### src/rtl/ssi_position_tx.sv
module ssi_position_tx #(
  parameter int POS_W    = 24,
  parameter int MONO_CYC = 1000,
  localparam int FW = POS_W + 1,
  localparam int IW = $clog2(FW + 1),
  localparam int MW = $clog2(MONO_CYC + 1)
) (
  input  logic             clk,
  input  logic             rst_n,
  input  logic             ssi_clk_in,
  input  logic [POS_W-1:0] pos_in,
  input  logic             spec_in,
  output logic             data_out
);

  logic [2:0]    sync_q;
  logic          rise_ev, fall_ev;
  logic          busy_q;
  logic [FW-1:0] frame_q;
  logic [IW-1:0] idx_q;
  logic [MW-1:0] mono_q;
  logic          expire;

  always_ff @(posedge clk or negedge rst_n)
    if (!rst_n) sync_q <= 3'b111;
    else        sync_q <= {sync_q[1:0], ssi_clk_in};

  assign rise_ev = sync_q[1] & ~sync_q[2];
  assign fall_ev = ~sync_q[1] & sync_q[2];
  assign expire  = busy_q && !fall_ev && mono_q == MW'(1);

  always_ff @(posedge clk or negedge rst_n) begin
    if (!rst_n) begin
      busy_q   <= 1'b0;
      data_out <= 1'b1;
      frame_q  <= '0;
      idx_q    <= '0;
      mono_q   <= '0;
    end else if (!busy_q) begin
      data_out <= 1'b1;
      if (fall_ev) begin
        frame_q <= {pos_in, spec_in};
        busy_q  <= 1'b1;
        idx_q   <= '0;
        mono_q  <= MW'(MONO_CYC);
      end
    end else if (expire) begin
      busy_q   <= 1'b0;
      data_out <= 1'b1;
      idx_q    <= '0;
      mono_q   <= '0;
    end else begin
      if (fall_ev) mono_q <= MW'(MONO_CYC);
      else         mono_q <= mono_q - MW'(1);
      if (rise_ev) begin
        if (idx_q == IW'(FW)) begin
          data_out <= 1'b0;
          idx_q    <= '0;
        end else begin
          data_out <= frame_q[FW-1];
          frame_q  <= {frame_q[FW-2:0], frame_q[FW-1]};
          idx_q    <= idx_q + IW'(1);
        end
      end
    end
  end

endmodule


### config.mk
export PLATFORM = sky130hd
export DESIGN_NAME = ssi_position_tx
export DESIGN_NICKNAME = d
export VERILOG_FILES = /design/src/rtl/ssi_position_tx.sv
export SDC_FILE = /design/constraint.sdc
export NUM_CORES = 1
export LEC_CHECK = 0
export CORE_ASPECT_RATIO = 0.8
export CORE_MARGIN = 2
export CORE_UTILIZATION = 50
export DETAILED_ROUTE_END_ITERATION = 8
export HOLD_SLACK_MARGIN = 0.05
export PLACE_DENSITY = 0.82
export SLEW_MARGIN = 10
export SYNTH_ARGS = -nofsm -noshare
export SYNTH_HDL_FRONTEND = slang
export SYNTH_SLANG_ARGS = --single-unit
### constraint.sdc
create_clock -name clk -period 2.2 [get_ports clk]
set_input_delay 0.44 -clock clk [delete_from_list [all_inputs] [get_ports clk]]
set_output_delay 0.44 -clock clk [all_outputs]
set_load 0.03 [all_outputs]
Word-level counts from Yosys, hierarchy flattened --
Cells that the tools add are included.
Word-level totals: flip-flop bits (word level) 45, bits in latches 0, bits in writable memories 0, bits in read-only memories 0, bits of input ports 28, memories kept 0
Operators by class: add/subtract/negate cells 2, $mul 0, divide/modulo/power cells 0, magnitude comparators 0, equal/unequal tests 6, shift operators 0, muxes and demuxes 21, bitwise operators 4, reduce and logical (&&, ||, !) cells 6
Operators with widths (count):
- two-way mux 25 bit | 5
- two-way mux 10 bit | 4
- two-way mux 5 bit | 5
- equality test 10 x 1 -> 1 bit (second input constant) | 1
- subtractor 10 x 1 -> 10 bit (second input constant) | 1
- two-way mux 1 bit | 7
- inequality test 2 bit (second input constant) | 3
- adder 5 x 1 -> 5 bit (second input constant) | 1
- equality test 5 bit (second input constant) | 1
- AND reduction 4 bit | 1
- inequality test 3 x 2 -> 1 bit (second input constant) | 1
- bitwise AND 1 bit | 2
- logical AND 1 bit | 2
- inverter 1 bit | 2
- AND reduction 2 bit | 1
- nonzero test 2 bit | 1
- logical NOT 1 bit | 1

Longest topological paths before layout --
Gate-level depths: netlist of the first run.
depth in word-level cells 7, depth in mapped cells 6, mapped depth without buffers 6

Worst setup path after synthesis of the first run --
No wires, ideal clock.
path type reg-to-reg, start register idx_q[0], end register frame_q[0], setup time 125 ps, arrival 1770 ps, slack 306 ps, cell stages (with the launch flop) 6, buffers on the path 1, cell sequence dfrtp_1 > ha_1 > and4b_1 > o31ai_4 > buf_6 > mux2_2
Between the ends: longest elaborated chain between the ends 3
RTL lines:
- start, declared | RTL line 20 | logic [IW-1:0] idx_q;
- start signal, assigned | RTL line 62 | idx_q <= idx_q + IW'(1);
- equality test 5 bit | RTL line 56 | if (idx_q == IW'(FW)) begin
- inequality test 2 bit (no source line)
- AND reduction 4 bit (no source line)
- end signal, assigned | RTL line 42 | frame_q <= {pos_in, spec_in};
- end signal, assigned | RTL line 61 | frame_q <= {frame_q[FW-2:0], frame_q[FW-1]};
- end, declared | RTL line 19 | logic [FW-1:0] frame_q;
Every way passes these cells. A chain may end at the register's enable or synchronous reset.

Final worst setup path of the first run --
start register idx_q[0], end register frame_q[1]
Same word-level chain as after synthesis.

==> results.ini, run 1 <==
[status]
outcome=complete, no violations

[cells_and_area]
multi_input_area_um2=1141
final_common_cell=mux2_2
layout_common_cells=mux2_2, dfrtp_1, clkdlybuf4s50_1
nFillCells=362
n_antenna_cell=0
syn_to_final_growth_pct=20.33
drive_above_1_share=0.3233
design_area_um2=2814
seqCellArea_um2=1131
nets=263
fin_util=0.6196
final_cells=292

[logic_synthesis]
yosysSeqAreaShare=0.4837
synth_edf_count=0
syn_nets=228
synth_top_family_by_area=multiplexers
muxShareOfSynthArea=0.2499
synthesis.area_um2=2338
synth_fa_ha_area_frac=0.02140
synthArstFlopShare=1.000
synth-simple-area-share=0.1284
synth-main-ff-cell=dfrtp_1
syn_area_per_cell_um2=11.93
synth_seq_cells=45
ys_types=40
syn_inst=196
synth_warnings=0
synth_compound_area_frac=0.07705
synthXorXnorAreaFrac=0.01124

[clock_network]
ctsResizeCount=0
clock_sinks=45
root_buffer=clkbuf_8
cts_buffer_depth=2
path_clk_slew_ns=0.09
cts_setup_buffers=0
hold_buffers=0
tritoncts=done
cts_buffers=5
clock_latency_ns=0.30
htreeDepth=2

[power_and_ir_drop]
powerDensity_nw_per_um2=974.2
ir_drop_v=0.0004301
total_power_mw=2.741
leakagePower_nw=1.180

[global_route]
grt_pass1_wl_mm=7.472
antenna_found_initial=0
grt_max_degree=26
grtUsageTotal=0.1853
grt_pass1_vias=1623
grt_remaining_overflow=0

[timing]
clock_skew_ns=0.01233
max_slew_margin=0.5797
grt_setup_unrepaired=no
hold_viol_final=0
min_period_ns=1.937
slew_violations=0
setup_viol=0
period_share=0.8803
tightest_slew_ns=0.6217
timing.setup.tns_ns=0
timing.fmax_mhz=516.4

[floorplan]
rows=22
fp.dieW_um=80.46
chipHeight_um=65.17
dieArea_um2=5244
ios=29
start_util=0.5149
core_um2=4542

[setup_path]
reg2reg_slack_ns=0.26
startpoint_type=flop
cp_slowest_stage_delay_ns=0.44
worstPathMaxFanout=25
worst_ep_arrival_time_ns=2.11
slowest_stage=dfrtp_1
crit_chain=ha_1 -> and4b_1 -> o31ai_4 -> buf_12 -> mux2_2
reg2reg_to=frame_q[1]$_DFFE_PN0P_
reg2reg_from=idx_q[0]$_DFFE_PN0P_
reg2reg_depth=5
crit_type=flop to flop
cp.required_ns=2.37
critPathCaptureType=flop

[route]
remaining_drc_errors=0
wl_per_cell_um=14.78
dr_total_vias=1626
ant_nets=0
firstDrtPassIters=4
drt_wl_total_mm=4.315
routed_via_density=5.568
drt_iter0_drc=61

[place]
portBuffers=28
dp_hpwl_mm=3.211
place_inst=284
gp_congestion=0.8898
placed_cell_area_um2=2718

[hold_path]
min_path_type=input port to async pin

[flow_run]
max_cap_viol_count=0

logic make-up (layout without fill, tap and decap cells):
family / after synthesis / after routing
AOI/OAI and AO/OA: 26 / 26
adders and majority gates: 4 / 4
buffers and inverters: 13 / 49
DFF: 45 / 45
xor gates and xnor gates: 3 / 3
muxes: 52 / 52
and+or+nand+nor: 53 / 53
where the power goes:
part           internal [mW]  switching, mW  total, mW
clock network          0.255          0.272      0.526
logic                  0.528          0.307      0.836
registers               1.15          0.231       1.38
total                   1.93          0.810       2.74
state kept, by name, indices dropped and copies added (netlist names):
register,cells
sync_q,3
busy_q,1
idx_q,5
frame_q,25
data_out,1
mono_q,10
layer usage:
| layer | up-vias | wire length (um) | track usage |
|---|---|---|---|
| met1 | 797 | 2068 | 0.2604 |
| met4 | 0 | 48 | 0.05508 |
| li1 | 788 | - | - |
| met5 | - | 0 | 0 |
| met3 | 4 | 185 | 0.04258 |
| met2 | 37 | 2012 | 0.2885 |
cell usage after synthesis, drive strengths merged (2+ instances only):
library cell	number	area, um2
nor2b	4	25.02
mux2	51	574.3
buf	5	36.28
or3	2	12.51
o21ai	4	20.02
a21o	2	15.01
nand2b	4	25.02
nand4b	2	17.52
dfrtp	41	1026
nand3	5	25.02
o2111ai	2	17.52
o31ai	3	36.28
a21oi	11	55.05
xor2	2	17.52
inv	4	15.01
nor4b	2	17.52
nand4	2	12.51
nand3b	2	15.01
nor2	7	26.28
clkbuf	4	15.01
nor4	3	25.02
ha	4	50.05
nand2	14	52.55
dfstp	4	105.1
cell type report:
class,count,area share
Inverter,4,0.005336
Clock inverter,2,0.004891
Sequential cell,45,0.4020
Multi-Input combinational cell,138,0.4055
Clock buffer,6,0.02935
Tap cell,60,0.02668
Timing Repair Buffer,37,0.1263
worst max-delay path by stage:
stage                                    start  slack [ns]  cells after the start                 endpoint
final                     idx_q[0]$_DFFE_PN0P_        0.26                      5   frame_q[1]$_DFFE_PN0P_
after floorplan           idx_q[0]$_DFFE_PN0P_        0.31                      5   frame_q[0]$_DFFE_PN0P_
after global routing      idx_q[1]$_DFFE_PN0P_        0.18                      6   frame_q[1]$_DFFE_PN0P_
after CTS                 data_out$_DFFE_PN1P_        0.26                      1                 data_out
after global placement    idx_q[0]$_DFFE_PN0P_        0.34                      5  frame_q[18]$_DFFE_PN0P_
after detailed placement  idx_q[0]$_DFFE_PN0P_        0.28                      5  frame_q[12]$_DFFE_PN0P_
critical path: cells and delay by family, from the launching register on:
kind                       cells  cell delay, ns
DFF                            1            0.44
buffers and inverters          1            0.22
AOI/OAI and AO/OA              1            0.28
adders and majority gates      1            0.25
and+or+nand+nor                1            0.28
muxes                          1            0.35
per-stage QoR:
| stage | hold slack, ns | setup WS (ns) |
|---|---|---|
| 6_report | 0.05745 | 0.2633 |
| 5_1_grt | 0.07539 | 0.1815 |
| 4_1_cts | 0.06958 | 0.2647 |
| 3_5_place_dp | 0.3482 | 0.2831 |
| 3_3_place_gp | 0.3472 | 0.3384 |
| 2_1_floorplan | 0.1444 | 0.3058 |
(Power assumes the default switching activity.)
==> run 2: changes to the inputs <==
CTS_BUF_LIST = sky130_fd_sc_hd__clkbuf_16   (was not set)
GPL_TIMING_DRIVEN = 0   (was not set)
==> results.ini, run 2 (synthesized netlist as in run 1, its figures left out) <==
[timing]
setup_viol=0
max_slew_margin=0.6117
period_share=0.9477
min_period_ns=2.085
timing.fmax_mhz=479.7
grt_setup_unrepaired=no
hold_viol_final=0
worst_slack_ns=0.1152
slew_violations=0
tightest_slew_ns=0.5825
timing.setup.tns_ns=0
clock_skew_ns=0.003983

[setup_path]
crit_type=flop to flop
slowest_stage=o31ai_4
crit_chain=inv_1 -> ha_1 -> and4b_1 -> o31ai_4 -> buf_6 -> mux2_2
startpoint_type=flop
worst_ep_arrival_time_ns=2.25
critPathCaptureType=flop
cp_slowest_stage_delay_ns=0.42
cp.required_ns=2.37
worstPathMaxFanout=10

[clock_network]
root_buffer=clkbuf_16
ctsResizeCount=0
clock_latency_ns=0.29
clock_sinks=45
htreeDepth=2
cts_buffer_depth=2
cts_buffers=5
tritoncts=done
path_clk_slew_ns=0.06

[cells_and_area]
nets=268
layout_common_cells=mux2_2, dfrtp_1, clkdlybuf4s50_1
final_common_cell=mux2_2
nFillCells=357
top_register=frame_q
syn_to_final_growth_pct=24.18
reg_top3=frame_q (25), mono_q (10), idx_q (5)
n_antenna_cell=0
largest_reg_flops=25
drive_above_1_share=0.3038

[route]
remaining_drc_errors=0
dr_total_vias=1658
routed_via_density=5.582
drt_iter0_drc=117
drt_wl_total_mm=4.558
firstDrtPassIters=4
wl_per_cell_um=15.35
ant_nets=0

[flow_run]
max_cap_viol_count=0

[power_and_ir_drop]
power.internal_mw=2.210
switching_share=0.2738
pwr-share-seq=0.452
powerDensity_nw_per_um2=1048
ir_drop_v=0.0006072
combPwrFrac=0.275
leakagePower_nw=1.219
switching_power_mw=0.8331
clkPwrFrac=0.273

[place]
gp_congestion=0.8451
portBuffers=28
dp_hpwl_mm=3.142
place_ws_ns=0.05718

[global_route]
grt_remaining_overflow=0
grt_max_degree=38
grtUsageTotal=0.1906
grt_pass1_vias=1633
grt_pass1_wl_mm=7.590
antenna_found_initial=0

[hold_path]
min_path_type=flop to flop

[floorplan]
ios=29
fp.dieW_um=80.46
rows=22
chipHeight_um=65.17
start_util=0.5149
dieArea_um2=5244
core_um2=4542

[status]
outcome=complete, no violations

run 2: cell types whose count changed in the layout (fill, tap and decap cells not counted), sizes merged:
cell | before | now
clkinv | 2 | 1
dlygate4sd3 | 0 | 1
bufinv | 0 | 1
inv | 4 | 5
clkbuf | 6 | 9
run 2: cell type report:
type	instances	area, um2	share of cell area
multi-input cells	138	1141	0.3929
flip-flops and latches	45	1131	0.3895
repair buffers	33	327.8	0.1129
clock buffers	5	125.1	0.04308
well taps	60	75.07	0.02585
plain buffers	9	51.30	0.01766
clock inverters	3	37.54	0.01293
inverters	4	15.01	0.005170
run 2: routing by layer:
layer | wire, um | GRT usage
met5 | 0 | 0
met3 | 223 | 0.03984
met4 | 81 | 0.08475
met1 | 2130 | 0.2638
met2 | 2122 | 0.2906
run 2: worst paths after layout:
check	slack (ns)	from	cells past startpoint	to
setup / recovery	0.12	idx_q[1]$_DFFE_PN0P_	6	frame_q[13]$_DFFE_PN0P_
max in group asynchronous	1.12	rst_n	3	data_out$_DFFE_PN1P_
hold / removal	0.36	sync_q[0]$_DFF_PN1_	0	sync_q[1]$_DFF_PN1_
hold reg to reg	0.36	sync_q[0]$_DFF_PN1_	0	sync_q[1]$_DFF_PN1_
setup reg to reg	0.12	idx_q[1]$_DFFE_PN0P_	6	frame_q[13]$_DFFE_PN0P_
min in group asynchronous	0.55	rst_n	2	mono_q[6]$_DFFE_PN0P_
run 2: through the flow:
stage | cell area (um2) | hold WS [ns] | instances | total power [mW] | utilization
3_3_place_gp | 2694 | 0.3457 | 284 | 2.154 | 0.5931
6_report | 2904 | 0.3559 | 297 | 3.043 | 0.6394
3_5_place_dp | 2709 | 0.3192 | 285 | 2.215 | 0.5964
5_1_grt | 2904 | 0.3642 | 297 | 3.216 | 0.6394
2_1_floorplan | 2338 | 0.1444 | 196 | 1.975 | -
4_1_cts | 2882 | 0.3559 | 294 | 3.051 | 0.6344
run 2: critical path: cells and delay by family (launching register included):
kind                       cells  cell delay (ns)
AOI/OAI and AO/OA              1             0.42
DFF                            1             0.41
muxes                          1             0.34
and+or+nand+nor                1             0.30
buffers and inverters          2             0.27
adders and majority gates      1             0.21
run 2: power by group through the flow:
stage / clock network, mW / registers, mW / logic (mW)
finish: 0.831 / 1.38 / 0.837
global route: 0.878 / 1.42 / 0.922
CTS: 0.841 / 1.37 / 0.839
detailed placement: 0 / 1.38 / 0.831
global placement: 0 / 1.36 / 0.790
floorplan: 0 / 1.33 / 0.641
run 2: timing repair:
item                                    CTS  global route
setup buffers                             0             3
hold buffers                              1             0
endpoints found under the setup margin    0            20
endpoints found under the hold margin     8             0
